### src/rtl/lvt_dispatch.sv
`timescale 1ns/1ps
module lvt_dispatch #(
  parameter int CTRL_ID = 0,
  parameter int NVEC    = 256,
  parameter int CNT_W   = 8
) (
  input  logic             clk,
  input  logic             rst_n,
  input  logic             cfg_we,
  input  logic [1:0]       cfg_sel,
  input  logic [16:0]      cfg_wdata,
  input  logic             tmr_fire,
  input  logic             line0_fire,
  input  logic             line1_fire,
  input  logic             line0_drop,
  input  logic             cnt_clear,
  output logic [NVEC-1:0]  pend,
  output logic [NVEC-1:0]  trig,
  output logic             ext_req,
  output logic             smi_pulse,
  output logic             nmi_pulse,
  output logic [CNT_W-1:0] dlv_cnt
);
  localparam int VW     = $clog2(NVEC);
  localparam int NSRC   = 3;
  localparam int B_MASK = 12;
  localparam int B_LVL  = 11;
  localparam logic [2:0] MD_FIXED = 3'd0;
  localparam logic [2:0] MD_SMI   = 3'd2;
  localparam logic [2:0] MD_NMI   = 3'd4;
  localparam logic [2:0] MD_EXT   = 3'd7;
  localparam logic [12:0] ENT_OFF  = 13'h1000;
  localparam logic [12:0] ENT_L0RS = (CTRL_ID == 0) ? 13'h0700 : ENT_OFF;

  logic [12:0] ent_q [NSRC];
  logic [NSRC-1:0] fire_v;
  logic [NVEC-1:0] pend_n, trig_n;
  logic [CNT_W-1:0] cnt_n;
  logic ext_n, smi_n, nmi_n;
  logic unused_wbits;

  assign fire_v = {line1_fire, line0_fire, tmr_fire};
  assign unused_wbits = &{1'b0, cfg_wdata[14:11]};

  always_ff @(posedge clk or negedge rst_n) begin
    if (!rst_n) begin
      ent_q[0] <= ENT_OFF;
      ent_q[1] <= ENT_L0RS;
      ent_q[2] <= ENT_OFF;
    end else if (cfg_we && cfg_sel != 2'd3) begin
      ent_q[cfg_sel] <= {cfg_wdata[16], cfg_wdata[15], cfg_wdata[10:0]};
    end
  end

  always_comb begin
    pend_n = pend;
    trig_n = trig;
    cnt_n  = dlv_cnt;
    ext_n  = ext_req;
    smi_n  = 1'b0;
    nmi_n  = 1'b0;
    for (int k = 0; k < NSRC; k++) begin
      if (fire_v[k] && !ent_q[k][B_MASK]) begin
        case (ent_q[k][10:8])
          MD_FIXED: begin
            if (!pend_n[ent_q[k][VW-1:0]]) cnt_n = cnt_n + 1'b1;
            pend_n[ent_q[k][VW-1:0]] = 1'b1;
            if (k != 0 && ent_q[k][B_LVL]) trig_n[ent_q[k][VW-1:0]] = 1'b1;
          end
          MD_SMI: smi_n = 1'b1;
          MD_NMI: nmi_n = 1'b1;
          MD_EXT: ext_n = 1'b1;
          default: ;
        endcase
      end
    end
    if (line0_drop) begin
      if (ent_q[1][10:8] == MD_FIXED && ent_q[1][B_LVL]) begin
        pend_n[ent_q[1][VW-1:0]] = 1'b0;
        ext_n = 1'b0;
      end else if (ent_q[1][10:8] == MD_EXT) begin
        ext_n = 1'b0;
      end
    end
    if (cnt_clear) cnt_n = '0;
  end

  always_ff @(posedge clk or negedge rst_n) begin
    if (!rst_n) begin
      pend      <= '0;
      trig      <= '0;
      dlv_cnt   <= '0;
      ext_req   <= 1'b0;
      smi_pulse <= 1'b0;
      nmi_pulse <= 1'b0;
    end else begin
      pend      <= pend_n;
      trig      <= trig_n;
      dlv_cnt   <= cnt_n;
      ext_req   <= ext_n;
      smi_pulse <= smi_n;
      nmi_pulse <= nmi_n;
    end
  end


  masked_quiet_chk: assert property (@(posedge clk) disable iff (!rst_n)
    (tmr_fire && ent_q[0][B_MASK] && !line0_fire && !line1_fire && !line0_drop)
      |=> ($stable(pend) && $stable(trig) && !smi_pulse && !nmi_pulse));


  fixed_sets_chk: assert property (@(posedge clk) disable iff (!rst_n)
    (tmr_fire && !ent_q[0][B_MASK] && ent_q[0][10:8] == MD_FIXED && !line0_drop)
      |=> pend[$past(ent_q[0][VW-1:0])]);


  pend_monotone_chk: assert property (@(posedge clk) disable iff (!rst_n)
    !line0_drop |=> ((pend & $past(pend)) == $past(pend)));


  pulse_idle_chk: assert property (@(posedge clk) disable iff (!rst_n)
    (fire_v == '0) |=> (!smi_pulse && !nmi_pulse));


  ext_drop_chk: assert property (@(posedge clk) disable iff (!rst_n)
    (line0_drop && ent_q[1][10:8] == MD_EXT) |=> !ext_req);


  cnt_clear_chk: assert property (@(posedge clk) disable iff (!rst_n)
    cnt_clear |=> (dlv_cnt == '0));


  cnt_hold_chk: assert property (@(posedge clk) disable iff (!rst_n)
    (fire_v == '0 && !cnt_clear) |=> $stable(dlv_cnt));
endmodule

### config.mk
export PLATFORM = sky130hd
export DESIGN_NAME = lvt_dispatch
export DESIGN_NICKNAME = d
export VERILOG_FILES = /design/src/rtl/lvt_dispatch.sv
export SDC_FILE = /design/constraint.sdc
export NUM_CORES = 2
export LEC_CHECK = 0
export BUFFER_PORTS_ARGS = -buffer_cell sky130_fd_sc_hd__buf_4
export CELL_PAD_IN_SITES_DETAIL_PLACEMENT = 1
export CELL_PAD_IN_SITES_GLOBAL_PLACEMENT = 2
export CORE_MARGIN = 2
export CORE_UTILIZATION = 35
export CTS_CLUSTER_DIAMETER = 200
export DETAILED_ROUTE_END_ITERATION = 10
export PLACE_DENSITY_LB_ADDON = 0.05
export SLEW_MARGIN = 20
export SYNTH_ARGS = -nofsm -noshare
export SYNTH_HDL_FRONTEND = slang
export SYNTH_SLANG_ARGS = --single-unit
export TNS_END_PERCENT = 30
### constraint.sdc
create_clock -name clk -period 5.04 [get_ports clk]
set_input_delay 0.756 -clock clk [delete_from_list [all_inputs] [get_ports clk]]
set_output_delay 0.756 -clock clk [all_outputs]
set_load 0.005 [all_outputs]
==> flow_summary.toml <==
[outcome]
status = "finished, violations left"
failed_checks = "setup timing"

[grt]
gr-max-usage-layer = "met2"
grt_pass1_vias = 45980
grt_max_degree = 110
overflow = 0
grt_pass1_wl_mm = 400
grt_usage = 0.590
grt_util_met1 = 0.672
use_met2 = 0.791
antenna_found_initial = 52
grt_use_met3 = 0.339

[synth]
synth.net_count = 3832
syn_area_per_cell_um2 = 8.96
syn-cell-area_um2 = 34100
synth_cell_types = 106
ys_seq_area_frac = 0.412
yosysWarnings = 0
ys_seq_elements = 561
synth-edff-count = 0
synth_flop_cell = "dfrtp_1"
syn_inst = 3802
async_flop_share = 1.00

[cells_and_area]
final_util = 0.516
instances_no_fill = 6378
area_growth_pct = 46.2
fin_area_um2 = 49800
drive_gt1_frac = 0.386
nFillCells = 11096
nNetsFinal = 5050

[power_and_ir_drop]
switching_share = 0.426
max-vdd-ir-drop_mv = 0.238
p_comb_frac = 0.410
power.share.sequential = 0.302
internal_power_w = 0.0108
power.switching_w = 0.00799
p_total_w = 0.0188
power_density_nw_per_um2 = 377
pwr-share-clk = 0.288
p_leak_nw = 22.3

[critical_path]
critPathMaxStageDelay_ns = 0.71
cpMaxStageDelayCell = "nor4b_4"
cp.depth = 17
required_ns = 5.60
r2r_slack_ns = -0.10
crit_fanout = 8
start_kind = "register"
arrival_ns = 5.70
critPathKind = "register to register"
crit_buf_inv = 3
rr_worst_depth = 17
cp-end-kind = "register"
cpMostUsedCell = "buf_4"
critPathTopFamily = "simple AND/OR/NAND/NOR gates"
crit_path_cell_trace = "buf_4 -> nor4b_4 -> buf_4 -> buf_4 -> o22ai_1 -> or3_1 -> a311o_1 -> a31oi_1 -> a311o_1 -> or4_4 -> nor2_1 -> nor2_2 -> ha_2 -> o211a_4 -> o2111ai_4 -> nor4_4 -> mux2_4"

[detailed_routing]
wirelength_mm = 303
detail_route.first_pass.iterations = 10
post_drt_wl_per_cell_um = 47.4
first_iter_violations = 7927
drcViolationCount = 0
ant_nets = 0
viasPerCell = 7.45
num_vias = 47546

[timing]
setup_tns_ns = -0.214
fin_ws_ns = -0.102
finalHoldViolCount = 0
setup_viol = 4
relSlewSlack = 0.164
drv_slew = 0
post-route-period-util = 1.02
min_period_ns = 5.14
fmax_mhz = 194
tightest_slew_ns = 1.24
finClkSkew_ns = 0.0489

[clock_tree]
cts.path.max_buffers = 3
htreeDepth = 3
hold_buffers = 0
cts_buffers = 69
path_clk_slew_ns = 0.08
clock_sinks = 561
clockRootBuffer = "clkbuf_16"
tritoncts = "built"
clock_latency_ns = 0.71

[place]
hpwlAfterDp_mm = 228
post_dp_cell_area_um2 = 46600
portBuffers = 545
dp.cells = 6189
gp_routability_congestion = 1.21

[die]
die_x_um = 316
row_count = 114
io-pin-count = 550
fp.dieArea_um2 = 99900
coreArea_um2 = 96600
start_util = 0.353
die_h_um = 316

[min_path]
hold_class = "input port to async pin"

[job]
cap_violations = 0
## kinds of logic after synthesis
group,after synthesis,synth area share
AO/OA/AOI/OAI,1794,0.324
XOR/XNOR,16,0.00433
adder cells (fa/ha/maj),3,0.00110
buffers and inverters,429,0.0544
flip-flops,561,0.412
multiplexers,185,0.0775
AND/OR/NAND/NOR,814,0.126
## power groups by stage
stage	Sequential [W]	Clock, W	Combinational, W
floorplan	0.00531	0	0.00258
global placement	0.00566	0	0.00681
detailed placement	0.00566	0	0.00686
CTS	0.00559	0.00538	0.00696
global route	0.00564	0.00556	0.00755
finish	0.00567	0.00541	0.00769
## final timing paths
path	from	endpoint
worst min register to register	trig[61]	trig[61]
min in group clk	cfg_wdata[0]	ent_q[0]
worst min-delay path	rst_n	pend[216]
worst max register to register	ent_q[28]	dlv_cnt[6]
max in group asynchronous	rst_n	trig[112]
worst max-delay path	ent_q[28]	dlv_cnt[6]
## placed cells by master, fill, tap and decap left out, drive strengths merged, types with 58 or more instances in the layout
master	Yosys	final
a21oi	703	703
a22oi	74	74
a41oi	133	133
buf	136	1546
clkbuf	265	95
dfrtp	556	556
mux2i	75	75
mux4	58	58
nand2	197	197
nor2	215	215
nor3	75	75
o211ai	66	66
o21ai	431	431
o22ai	81	81
## layout make-up
type | count | area, µm² | share of cell area
clock inverters | 30 | 403 | 0.00809
inverters | 28 | 105 | 0.00211
clock buffers | 94 | 1950 | 0.0392
well taps | 1276 | 1600 | 0.0320
multi-input cells | 2812 | 19100 | 0.383
flip-flops and latches | 561 | 14100 | 0.282
diodes | 29 | 72.6 | 0.00146
repair buffers | 1548 | 12600 | 0.252
## state kept, by name (all words and copies together) (netlist names)
name and cells:
pend 256, trig 256, ent_q 38, dlv_cnt 8, ext_req 1, nmi_pulse 1, smi_pulse 1
## per-layer routing
layer  up-vias  wire length (µm)
li1      17215                 -
met1     23554            102000
met2      4985            117000
met3      1740             50300
met4        52             31700
met5         -               790
## metrics by stage
step / setup WS [ns] / hold WS (ns)
after floorplan: 0.553 / 0.460
after global placement: -0.645 / 0.458
after detailed placement: -0.567 / 0.465
after CTS: 0.00375 / 0.175
after global routing: -0.0464 / 0.199
final: -0.102 / 0.129
## synthesized netlist by cell type (all sizes together) (52+ instances only)
cell type | count | area (µm²)
o22ai | 81 | 507
mux4 | 58 | 1310
nor2 | 215 | 812
a22oi | 74 | 561
a41oi | 133 | 1160
nand2 | 197 | 742
mux2 | 52 | 586
buf | 136 | 753
nor3 | 75 | 412
o211ai | 66 | 495
a21oi | 703 | 3520
mux2i | 75 | 751
o21ai | 431 | 2160
dfrtp | 556 | 13900
clkbuf | 265 | 996
## what timing repair did
action,CTS,global route
cloned,1,1
setup endpoints to repair,5,8
pin swaps,8,23
gates resized for setup,24,54
setup buffers,10,23
Power figures use the tool's default switching activity.
